--- config.mk ---
export PLATFORM = sky130hd
export DESIGN_NAME = pmc_bank
export DESIGN_NICKNAME = d
export VERILOG_FILES = /design/src/rtl/pmc_pkg.sv /design/src/rtl/pmc_match.sv /design/src/rtl/pmc_slice.sv /design/src/rtl/pmc_bank.sv
export SDC_FILE = /design/constraint.sdc
export NUM_CORES = 2
export LEC_CHECK = 0
export BUFFER_PORTS_ARGS = -buffer_cell sky130_fd_sc_hd__buf_2
export CORE_ASPECT_RATIO = 0.6
export CORE_MARGIN = 2
export CORE_UTILIZATION = 50
export CTS_CLUSTER_SIZE = 12
export DETAILED_ROUTE_END_ITERATION = 7
export PLACE_DENSITY = 0.69
export SETUP_SLACK_MARGIN = 0.4
export SLEW_MARGIN = 5
export SYNTH_ARGS = -nofsm -noshare
export SYNTH_HDL_FRONTEND = slang
export SYNTH_HIERARCHICAL = 1
export SYNTH_SLANG_ARGS = --single-unit
--- constraint.sdc ---
create_clock -name clk -period 7.1 [get_ports clk]
set_input_delay 0 -clock clk [delete_from_list [all_inputs] [get_ports clk]]
set_output_delay 0 -clock clk [all_outputs]
set_load 0.01 [all_outputs]
--- src/rtl/pmc_pkg.sv ---
package pmc_pkg;

    localparam int          CYC_IDX     = 31;
    localparam int          ADDR_W      = 7;

    localparam logic [15:0] EV_SOFT     = 16'h0000;
    localparam logic [15:0] EV_CHAIN    = 16'h001E;

    localparam int          CB_RUN      = 0;
    localparam int          CB_CLRPROG  = 1;
    localparam int          CB_CLRCYC   = 2;
    localparam int          CB_LC       = 6;
    localparam int          CB_LP       = 7;
    localparam int          NF_LSB      = 11;

    localparam logic [ADDR_W-1:0] A_CTRL    = 7'h00;
    localparam logic [ADDR_W-1:0] A_EN_SET  = 7'h01;
    localparam logic [ADDR_W-1:0] A_EN_CLR  = 7'h02;
    localparam logic [ADDR_W-1:0] A_OVS_SET = 7'h03;
    localparam logic [ADDR_W-1:0] A_OVS_CLR = 7'h04;
    localparam logic [ADDR_W-1:0] A_IE_SET  = 7'h05;
    localparam logic [ADDR_W-1:0] A_IE_CLR  = 7'h06;
    localparam logic [ADDR_W-1:0] A_SWINC   = 7'h07;
    localparam logic [ADDR_W-1:0] A_TYPE0   = 7'h20;
    localparam logic [ADDR_W-1:0] A_CNT0    = 7'h40;
    localparam logic [ADDR_W-1:0] A_CYC     = 7'h5F;

    typedef struct packed {
        logic [4:0] nfield;
        logic       lp;
        logic       lc;
        logic       run;
    } ctrl_t;

    function automatic logic [31:0] valid_mask(input logic [4:0] n, input int nprog);
        logic [31:0] m;
        m = '0;
        for (int k = 0; k < 31; k++)
            if (k < int'(n) && k < nprog) m[k] = 1'b1;
        m[CYC_IDX] = 1'b1;
        return m;
    endfunction

    function automatic logic [63:0] ctrl_word(input ctrl_t c);
        logic [63:0] w;
        w = '0;
        w[NF_LSB +: 5] = c.nfield;
        w[CB_LP]       = c.lp;
        w[CB_LC]       = c.lc;
        w[CB_RUN]      = c.run;
        return w;
    endfunction

endpackage

--- src/rtl/pmc_match.sv ---
module pmc_match #(
    parameter logic [15:0] EVT_MASK = 16'hFFFF
) (
    input  logic        enabled,
    input  logic [15:0] evtype,
    input  logic        evt_valid,
    input  logic [15:0] evt_num,
    input  logic        sw_hit,
    input  logic        chain_in,
    output logic        inc
);
    import pmc_pkg::*;

    logic hw_hit, soft_hit, chain_hit;

    always_comb begin
        hw_hit    = evt_valid && ((evt_num & EVT_MASK) == evtype);
        soft_hit  = sw_hit && (evtype == EV_SOFT);
        chain_hit = chain_in && (evtype == EV_CHAIN);
        inc       = enabled && (hw_hit || soft_hit || chain_hit);
    end

endmodule

--- src/rtl/pmc_slice.sv ---
module pmc_slice #(
    parameter int STORE64 = 1
) (
    input  logic        clk,
    input  logic        rst,
    input  logic        inc,
    input  logic        ovf64,
    input  logic        clr,
    input  logic        wr_full,
    input  logic        wr_lo,
    input  logic [63:0] wr_data,
    output logic [63:0] value,
    output logic        ovf
);
    localparam logic [63:0] KEEP = (STORE64 != 0) ? '1 : 64'h0000_0000_FFFF_FFFF;

    logic [63:0] nxt;
    logic        busy_wr;

    always_comb begin
        nxt     = (value + 64'd1) & KEEP;
        busy_wr = clr || wr_full || wr_lo;
        ovf     = inc && !busy_wr && (ovf64 ? (nxt == '0) : (nxt[31:0] == '0));
    end

    always_ff @(posedge clk) begin
        if (rst)          value <= '0;
        else if (clr)     value <= '0;
        else if (wr_full) value <= wr_data & KEEP;
        else if (wr_lo)   value <= {value[63:32], wr_data[31:0]} & KEEP;
        else if (inc)     value <= nxt;
    end

endmodule

--- src/rtl/pmc_bank.sv ---
module pmc_bank
    import pmc_pkg::*;
#(
    parameter int NUM_PROG = 6,
    parameter int WIDE_CTR = 1,
    parameter int EVT_WIDE = 1
) (
    input  logic        clk,
    input  logic        rst,
    input  logic        wr_en,
    input  logic [6:0]  wr_addr,
    input  logic [63:0] wr_data,
    input  logic        wr_narrow,
    input  logic [6:0]  rd_addr,
    output logic [63:0] rd_data,
    input  logic        evt_valid,
    input  logic [15:0] evt_num,
    output logic        irq
);
    localparam logic [15:0] EVT_MASK = (EVT_WIDE != 0) ? 16'hFFFF : 16'h03FF;
    localparam logic [31:0] IMPL     = valid_mask(5'd31, NUM_PROG);

    ctrl_t        ctrl_q;
    logic [31:0]  cnten_q, ovs_q, inten_q;
    logic [31:0]  ovf_vec, vmask, vmask_wr, wd;
    logic [15:0]  type_q [NUM_PROG];
    logic [63:0]  cval   [NUM_PROG];
    logic [NUM_PROG-1:0] prog_ovf;
    logic [63:0]  cyc_val;
    logic         cyc_ovf, cyc_inc;
    logic         w_ctrl, w_en_set, w_en_clr, w_ovs_set, w_ovs_clr;
    logic         w_ie_set, w_ie_clr, w_sw, w_cyc, clr_cyc;

    always_comb begin
        wd        = wr_data[31:0];
        w_ctrl    = wr_en && (wr_addr == A_CTRL);
        w_en_set  = wr_en && (wr_addr == A_EN_SET);
        w_en_clr  = wr_en && (wr_addr == A_EN_CLR);
        w_ovs_set = wr_en && (wr_addr == A_OVS_SET);
        w_ovs_clr = wr_en && (wr_addr == A_OVS_CLR);
        w_ie_set  = wr_en && (wr_addr == A_IE_SET);
        w_ie_clr  = wr_en && (wr_addr == A_IE_CLR);
        w_sw      = wr_en && (wr_addr == A_SWINC);
        w_cyc     = wr_en && (wr_addr == A_CYC);
        vmask     = valid_mask(ctrl_q.nfield, NUM_PROG);
        vmask_wr  = valid_mask(wr_data[NF_LSB +: 5], NUM_PROG);
        clr_cyc   = w_ctrl && wr_data[CB_CLRCYC];
        cyc_inc   = ctrl_q.run && cnten_q[CYC_IDX];
    end

    // control, enable, status and interrupt-enable registers
    always_ff @(posedge clk) begin
        if (rst) begin
            ctrl_q  <= '{nfield: 5'(NUM_PROG), lp: 1'b0, lc: 1'b0, run: 1'b0};
            cnten_q <= '0;
            ovs_q   <= '0;
            inten_q <= '0;
        end else begin
            if (w_ctrl) begin
                ctrl_q.nfield <= wr_data[NF_LSB +: 5];
                ctrl_q.lp     <= (WIDE_CTR != 0) && wr_data[CB_LP];
                ctrl_q.lc     <= wr_data[CB_LC];
                ctrl_q.run    <= wr_data[CB_RUN];
            end
            cnten_q <= (cnten_q | (w_en_set ? (wd & IMPL) : '0)) & ~(w_en_clr ? wd : '0);
            inten_q <= (inten_q | (w_ie_set ? (wd & IMPL) : '0)) & ~(w_ie_clr ? wd : '0);
            ovs_q   <= ((ovs_q | (w_ovs_set ? (wd & IMPL) : '0)) & ~(w_ovs_clr ? wd : '0))
                       | ovf_vec;
        end
    end

    always_ff @(posedge clk) begin
        for (int k = 0; k < NUM_PROG; k++) begin
            if (rst)
                type_q[k] <= EV_SOFT;
            else if (wr_en && (wr_addr == 7'(A_TYPE0 + k)))
                type_q[k] <= wr_data[15:0] & EVT_MASK;
        end
    end

    for (genvar i = 0; i < NUM_PROG; i++) begin : g_ctr
        logic inc_l, ovf_l, chain_l, wsel;

        if (i % 2 == 1) begin : g_odd
            assign chain_l = g_ctr[i-1].ovf_l && !ctrl_q.lp;
        end else begin : g_even
            assign chain_l = 1'b0;
        end

        assign wsel        = wr_en && (wr_addr == 7'(A_CNT0 + i));
        assign prog_ovf[i] = ovf_l;

        pmc_match #(.EVT_MASK(EVT_MASK)) u_match (
            .enabled  (ctrl_q.run && cnten_q[i] && vmask[i]),
            .evtype   (type_q[i]),
            .evt_valid(evt_valid),
            .evt_num  (evt_num),
            .sw_hit   (w_sw && wr_data[i]),
            .chain_in (chain_l),
            .inc      (inc_l)
        );

        pmc_slice #(.STORE64(WIDE_CTR)) u_slice (
            .clk    (clk),
            .rst    (rst),
            .inc    (inc_l),
            .ovf64  (ctrl_q.lp),
            .clr    (w_ctrl && wr_data[CB_CLRPROG] && vmask_wr[i]),
            .wr_full(wsel && !wr_narrow),
            .wr_lo  (wsel && wr_narrow),
            .wr_data(wr_data),
            .value  (cval[i]),
            .ovf    (ovf_l)
        );
    end

    pmc_slice #(.STORE64(1)) u_cycle (
        .clk    (clk),
        .rst    (rst),
        .inc    (cyc_inc),
        .ovf64  (ctrl_q.lc),
        .clr    (clr_cyc),
        .wr_full(w_cyc),
        .wr_lo  (1'b0),
        .wr_data(wr_data),
        .value  (cyc_val),
        .ovf    (cyc_ovf)
    );

    always_comb begin
        ovf_vec                 = '0;
        ovf_vec[NUM_PROG-1:0]   = prog_ovf;
        ovf_vec[CYC_IDX]        = cyc_ovf;
        irq                     = ctrl_q.run && ((ovs_q & inten_q) != '0);
    end

    always_comb begin
        rd_data = '0;
        case (rd_addr)
            A_CTRL:               rd_data = ctrl_word(ctrl_q);
            A_EN_SET,  A_EN_CLR:  rd_data = {32'b0, cnten_q};
            A_OVS_SET, A_OVS_CLR: rd_data = {32'b0, ovs_q};
            A_IE_SET,  A_IE_CLR:  rd_data = {32'b0, inten_q};
            A_CYC:                rd_data = cyc_val;
            default:              rd_data = '0;
        endcase
        for (int k = 0; k < NUM_PROG; k++) begin
            if (rd_addr == 7'(A_TYPE0 + k)) rd_data = {48'b0, type_q[k]};
            if (rd_addr == 7'(A_CNT0 + k))  rd_data = cval[k];
        end
    end

endmodule

# Word-level counts from Yosys, hierarchy flattened
# Memory sizes are Yosys's and may differ from the RTL's.
# Index checks and enable logic that the tools add are counted.
# W data, S select, Z words.
[word_totals]
reg_bits = 552
ram_bits = 96
input_bits = 99
output_inout_bits = 65
n_memories = 1
[op_classes]
add_sub_neg = 7
magnitude_cmp = 12
eq_ne = 54
n_mux = 84
bitwise = 17
n_reduce_logical = 182
[mem_list]
columns = ["name", "words", "word_bits", "rd", "rd_ports_with_merged_regs", "write_ports", "line", "text"]
rows = [
  ["type_q", 6, 16, 6, 0, 6, "pmc_bank.sv:26", "logic [15:0] type_q [NUM_PROG];"],
]
[op_table]
columns = ["operator", "n"]
rows = [
  ["$mux W64", 32],
  ["$add A64 B1 Y64 const B", 7],
  ["$logic_not A64 Y1", 7],
  ["$pmux W64 S5", 1],
  ["$logic_not A32 Y1", 7],
  ["$mux W32", 6],
  ["$and A32 B32 Y32", 4],
  ["$or A32 B32 Y32", 4],
  ["$logic_and A1 B1 Y1", 99],
  ["$eq A7 B7 Y1 const B", 14],
  ["$eq A16 B16 Y1", 6],
  ["$logic_not A16 Y1", 6],
  ["$mux W16", 6],
  ["$not A32 Y32", 3],
  ["$eq A7 B6 Y1 const B", 12],
  ["$eq A7 B3 Y1 const B", 7],
  ["$eq A16 B5 Y1 const B", 3],
  ["$mux W1", 39],
  ["$reduce_bool A32 Y1", 1],
  ["$eq A7 B2 Y1 const B", 4],
  ["$logic_or A1 B1 Y1", 22],
  ["$lt A1 B5 Y1 const A", 4],
  ["$lt A2 B5 Y1 const A", 4],
  ["$lt A3 B5 Y1 const A", 4],
  ["9 further kinds", 54],
]

# Depth between registers and ports, before layout
[depth]
ltp_word = 16
ltp_mapped = 25

# Cells and area by module
# Netlist, hierarchy kept.
[modules_own_cells]
columns = ["mod", "instances", "cells_per_inst", "area_each_um2"]
rows = [
  ["pmc_slice (g_ctr[0].u_slice ...)", 5, 666, 4844.6],
  ["pmc_bank", 1, 1393, 12723.5],
  ["pmc_slice (g_ctr[5].u_slice ...)", 2, 679, 4922.2],
  ["pmc_match", 6, 31, 239.0],
]

# Worst setup path before layout
# No wires, ideal clock.
[synth_timing]
path_kind = "reg-to-reg"
from = "register g_ctr[0].u_slice.value[0]"
to = "register ovs_q[1]"
arrival_time_ps = 5476
t_required_ps = 7043
setup_slack_ps = 1567
stages_incl_launch_ff = 22
synth_period_minus_slack_ps = 5533
path_cell_list = "dfxtp_1 > ha_1 > and3_1 > buf_2 > nand4_1 > clkbuf_1 > or3_4 > or3_1 > a2111o_1 > nor4_1 > nand4_1 > a2111oi_2 > nor2b_1 > a22oi_1 > o22ai_1 > nand2_1 > or4_1 > nor4_1 > nand3_1 > or4_1 > a2111oi_2 > o21ba_2"
[synth_between]
elab_chain_cells = 11
word_cells_on_any_way = 12
cone_classes = "1 x add/sub; 1 x mux; 1 x bitwise; 9 x reduce/logical"
[synth_lines]
columns = ["element", "line", "text"]
rows = [
  ["start, declared", "pmc_slice.sv:12", "output logic [63:0] value,"],
  ["start signal, assigned", "pmc_slice.sv:29", "else if (wr_full) value <= wr_data & KEEP;"],
  ["start signal, assigned", "pmc_slice.sv:30", "else if (wr_lo) value <= {value[63:32], wr_data[31:0]} & KEEP;"],
  ["start signal, assigned", "pmc_slice.sv:31", "else if (inc) value <= nxt;"],
  ["$add A64 B1 Y64 *", "pmc_slice.sv:21", "nxt = (value + 64'd1) & KEEP;"],
  ["$logic_not A64 Y1 / $logic_not A32 Y1 (equally long branches)", "pmc_slice.sv:23", "ovf = inc && !busy_wr && (ovf64 ? (nxt == '0) : (nxt[31:0] == '0));"],
  ["$mux W1 *", "pmc_slice.sv:23", ""],
  ["$logic_and A1 B1 Y1 *", "pmc_slice.sv:23", ""],
  ["via g_ctr[0].ovf_l", "pmc_bank.sv:82", "logic inc_l, ovf_l, chain_l, wsel;"],
  ["$logic_and A1 B1 Y1 *", "pmc_bank.sv:85", "assign chain_l = g_ctr[i-1].ovf_l && !ctrl_q.lp;"],
  ["via g_ctr[1].chain_l", "pmc_bank.sv:82", ""],
  ["$logic_and A1 B1 Y1 *", "pmc_match.sv:19", "chain_hit = chain_in && (evtype == EV_CHAIN);"],
  ["$logic_or A1 B1 Y1 *", "pmc_match.sv:20", "inc = enabled && (hw_hit || soft_hit || chain_hit);"],
  ["$logic_and A1 B1 Y1 *", "pmc_match.sv:20", ""],
  ["via g_ctr[1].inc_l", "pmc_bank.sv:82", ""],
  ["$logic_and A1 B1 Y1 * (2 in a row)", "pmc_slice.sv:23", ""],
  ["via g_ctr[1].ovf_l", "pmc_bank.sv:82", ""],
  ["$or A32 B32 Y32 *", "pmc_bank.sv:68", "| ovf_vec;"],
  ["end signal, assigned", "pmc_bank.sv:67", "ovs_q <= ((ovs_q | (w_ovs_set ? (wd & IMPL) : '0)) & ~(w_ovs_clr ? wd : '0))"],
  ["end, declared", "pmc_bank.sv:24", "logic [31:0] cnten_q, ovs_q, inten_q;"],
]
# Mark *: on every way through the listed nets, which the timed path passes. The rest lies on a longest branch.
# A chain may end at the register's enable or synchronous reset.

# Worst setup path after layout
[layout_timing]
from = "register ctrl_q[0] (netlist name)"
to = "register ovs_q[3]"
[layout_between]
elab_chain_cells = 12
word_cells_on_any_way = 14
cone_classes = "1 x bitwise; 13 x reduce/logical"
[layout_lines]
columns = ["element", "line", "text"]
rows = [
  ["start, declared", "pmc_bank.sv:23", "ctrl_t ctrl_q;"],
  ["start signal, assigned", "pmc_bank.sv:54", "ctrl_q <= '{nfield: 5'(NUM_PROG), lp: 1'b0, lc: 1'b0, run: 1'b0};"],
  ["$logic_and A1 B1 Y1 (2 in a row)", "pmc_bank.sv:94", ".enabled (ctrl_q.run && cnten_q[i] && vmask[i]),"],
  ["$logic_and A1 B1 Y1", "pmc_match.sv:20", ""],
  ["via g_ctr[2].inc_l", "pmc_bank.sv:82", ""],
  ["$logic_and A1 B1 Y1 (2 in a row)", "pmc_slice.sv:23", ""],
  ["via g_ctr[2].ovf_l", "pmc_bank.sv:82", ""],
  ["$logic_and A1 B1 Y1", "pmc_bank.sv:85", ""],
  ["via g_ctr[3].chain_l", "pmc_bank.sv:82", ""],
  ["$logic_and A1 B1 Y1", "pmc_match.sv:19", ""],
  ["$logic_or A1 B1 Y1", "pmc_match.sv:20", ""],
  ["$logic_and A1 B1 Y1", "pmc_match.sv:20", ""],
  ["via g_ctr[3].inc_l", "pmc_bank.sv:82", ""],
  ["$logic_and A1 B1 Y1 (2 in a row)", "pmc_slice.sv:23", ""],
  ["via g_ctr[3].ovf_l", "pmc_bank.sv:82", ""],
  ["$or A32 B32 Y32", "pmc_bank.sv:68", ""],
]
# The timed path passes the listed nets, and every way through them passes these cells.

==> impl_metrics.toml <==
[synth]
synth_warnings = 6
yosys_most_used_dff = "dfxtp_1"
synth.top_cell.area_share = 0.229
synthTopCellsByArea = "dfxtp_1, xnor2_1, xor2_1, nor2_1, edfxtp_1"
synth_top_cell_by_area = "dfxtp_1"
synth_commonest_cells = "nor2_1, dfxtp_1, nand2_1, clkbuf_1, xnor2_1"
synth_cell_types = 91
netlist_area_sq_um = 48200
synth.most_common_cell = "nor2_1"
yosysSeqAreaShare = 0.289
syn_avg_cell_area_sq_um = 7.70
synth_seq_cells = 648
syn_inst = 6267
synth_edf_count = 96
async_flop_share = 0

[power_and_ir_drop]
power_leakage_uw = 0.0178
vdd_drop_max_mv = 0.176
power_density_nw_per_um2 = 164

[placed_design]
gp_congestion = 1.10
hpwl_mm = 188
portBuffers = 163
place_ws_ps = 730
dpl_cell_area_sq_um = 49500

[cts]
clockRootBuffer = "clkbuf_16"
clk_transition_reported_paths_ps = 70
cts_tree = "yes"
cts_max_level = 3
clk_latency_ps = 700
clock_path_buffers = 3
cts.sinks = 648
cts_made_buffers = 72

[setup_path]
critical_path.slowest_cell = "dfxtp_1"
worstSetupPathType = "flop to flop"
path_common_cell = "or4_1"
cpPeakStageDelay_ps = 560
worst-path-max-fanout = 10
worstPathRequired_ps = 7740
end_kind = "flop"
cp-start-kind = "flop"
arrival_ps = 7100
crit_chain = "nand2_1 > nor2_1 > nand3_1 > or4_1 > o22ai_2 > nand2_1 > or4_1 > nor4_1 > nand3_1 > or4_1 > a2111oi_2 > nor2b_1 > a22oi_1 > o22ai_2 > nand2_1 > or4_1 > nor4_1 > nand3_1 > or4_1 > a2111oi_2 > o21ba_2"

[sta]
relSlewSlack = 0.0736
hold_violations = 0
max_slew.worst_pin.slew_ps = 1390
setup_tns_ps = 0
fin_ws_ps = 640
period_minus_slack_ps = 6460
post-route-period-util = 0.910
max_freq_mhz = 155
rsz0062_at_grt = "true"
report.final.slew_viol_count = 0
fin_skew_ps = 38.5
setup_viol = 0

[flow_run]
max-cap-violations = 0

[detailed_routing]
drc = 84
wl_mm = 250
first_pass_iters = 8
post_drt_wl_per_cell_um = 33.4
drtAntennaViolNets = 0
vias = 54100
first_iter_violations = 11400
viasPerCell = 7.23

[global_routing]
grt_max_degree = 70
grt_pass1_wl_mm = 349
grt_usage = 0.485
grt_pass1_vias = 46700
antenna_found_initial = 23
grt-ovfl-total = 0

[finish]
area_growth_pct = 9.18
drive_above_1_share = 0.0901
nNetsFinal = 6276
final_area_sq_um = 52700

[floorplan]
num_rows = 88
start_util = 0.503
core-area_sq_um = 95800
die_h_um = 245
die_area_sq_um = 99000
io_pins = 164
die_width_um = 405

[hold_path]
worstHoldPathType = "input port to flop"

[status]
status = "finished, violations left"
violations = "design-rule violations"
[worst max-delay path: cells and delay by family, from the launching register on]
kind | cells | cell delay, ps
DFF | 1 | 560
AOI/OAI and AO/OA | 6 | 1480
and+or+nand+nor | 15 | 4350
[final timing paths]
| check | slack (ps) | to | cells past startpoint | from |
|---|---|---|---|---|
| setup / recovery | 640 | ovs_q[3] | 21 | ctrl_q[0] |
| hold / removal | 70 | type_q[5][12] | 5 | wr_addr[1] |
| setup reg to reg | 640 | ovs_q[3] | 21 | ctrl_q[0] |
| hold reg to reg | 450 | cnten_q[19] | 2 | cnten_q[19] |
[logic make-up after synthesis]
family,count (synthesis),synth area share
AOI/OAI and AO/OA,1259,0.185
xor gates and xnor gates,728,0.132
adders and majority gates,7,0.00182
buffers and inverters,600,0.0517
DFF,648,0.289
muxes,107,0.0231
other,1,0.0000778
and+or+nand+nor,2917,0.317
[timing repair]
item | CTS | global route
setup endpoints to repair | 0 | 3
hold endpoints to repair | 525 | 0
buffers inserted | 0 | 5
gates resized for setup | 0 | 13
hold buffers | 73 | 0
[placed cells by master, fill, tap and decap left out, types with 96 or more instances in the layout]
| cell | instances |
|---|---|
| nor2_1 | 780 |
| dfxtp_1 | 549 |
| nand2_1 | 431 |
| xnor2_1 | 384 |
| a21oi_1 | 357 |
| xor2_1 | 343 |
| nand3_1 | 321 |
| nand4_1 | 301 |
| a211oi_1 | 278 |
| buf_2 | 162 |
| nor3_1 | 160 |
| and2_1 | 143 |
| nor4_1 | 137 |
| buf_4 | 122 |
| and3_1 | 113 |
| a222oi_1 | 100 |
| or3_1 | 98 |
| nand2b_1 | 96 |
| edfxtp_1 | 96 |
[sequential cells by signal, summed over array words and instances, names as in the netlist]
name / cells
type_q: 96
ctrl_q: 8
u_cycle/value: 64
inten_q: 32
ovs_q: 32
cnten_q: 32
g_ctr.u_slice/value: 384
[cell type report]
| cell class | instances | area [sq um] |
|---|---|---|
| fillers | 9145 | 43100 |
| inverters | 66 | 248 |
| multi-input cells | 5024 | 32000 |
| well taps | 1260 | 1580 |
| diodes | 15 | 37.5 |
| repair buffers | 358 | 2470 |
| clock inverters | 23 | 323 |
| flip-flops and latches | 648 | 13900 |
| clock buffers | 98 | 2010 |
[per-layer routing]
metal	track usage	routed length [um]	share of wire	vias to the layer above
met5	0.0156	359	0.0014	-
met4	0.124	7820	0.031	24
met3	0.283	49200	0.20	533
met2	0.593	89500	0.36	4456
met1	0.697	103000	0.41	26100
li1	-	-	-	23000
[where the power goes]
group / switching, uW / internal [uW]
registers: 123 / 3770
clock network: 1770 / 2210
logic: 560 / 198
total: 2450 / 6180
[metrics by stage]
step,std cells,hold slack (ps),total power (uW),utilization
after floorplan,6272,87.8,4210,-
after global placement,7278,435,4620,0.516
after detailed placement,7278,437,4620,0.516
after CTS,7472,5.88,8530,0.548
after global routing,7479,53.7,8730,0.549
final,7492,65.1,8630,0.550
(Power assumes the default switching activity.)
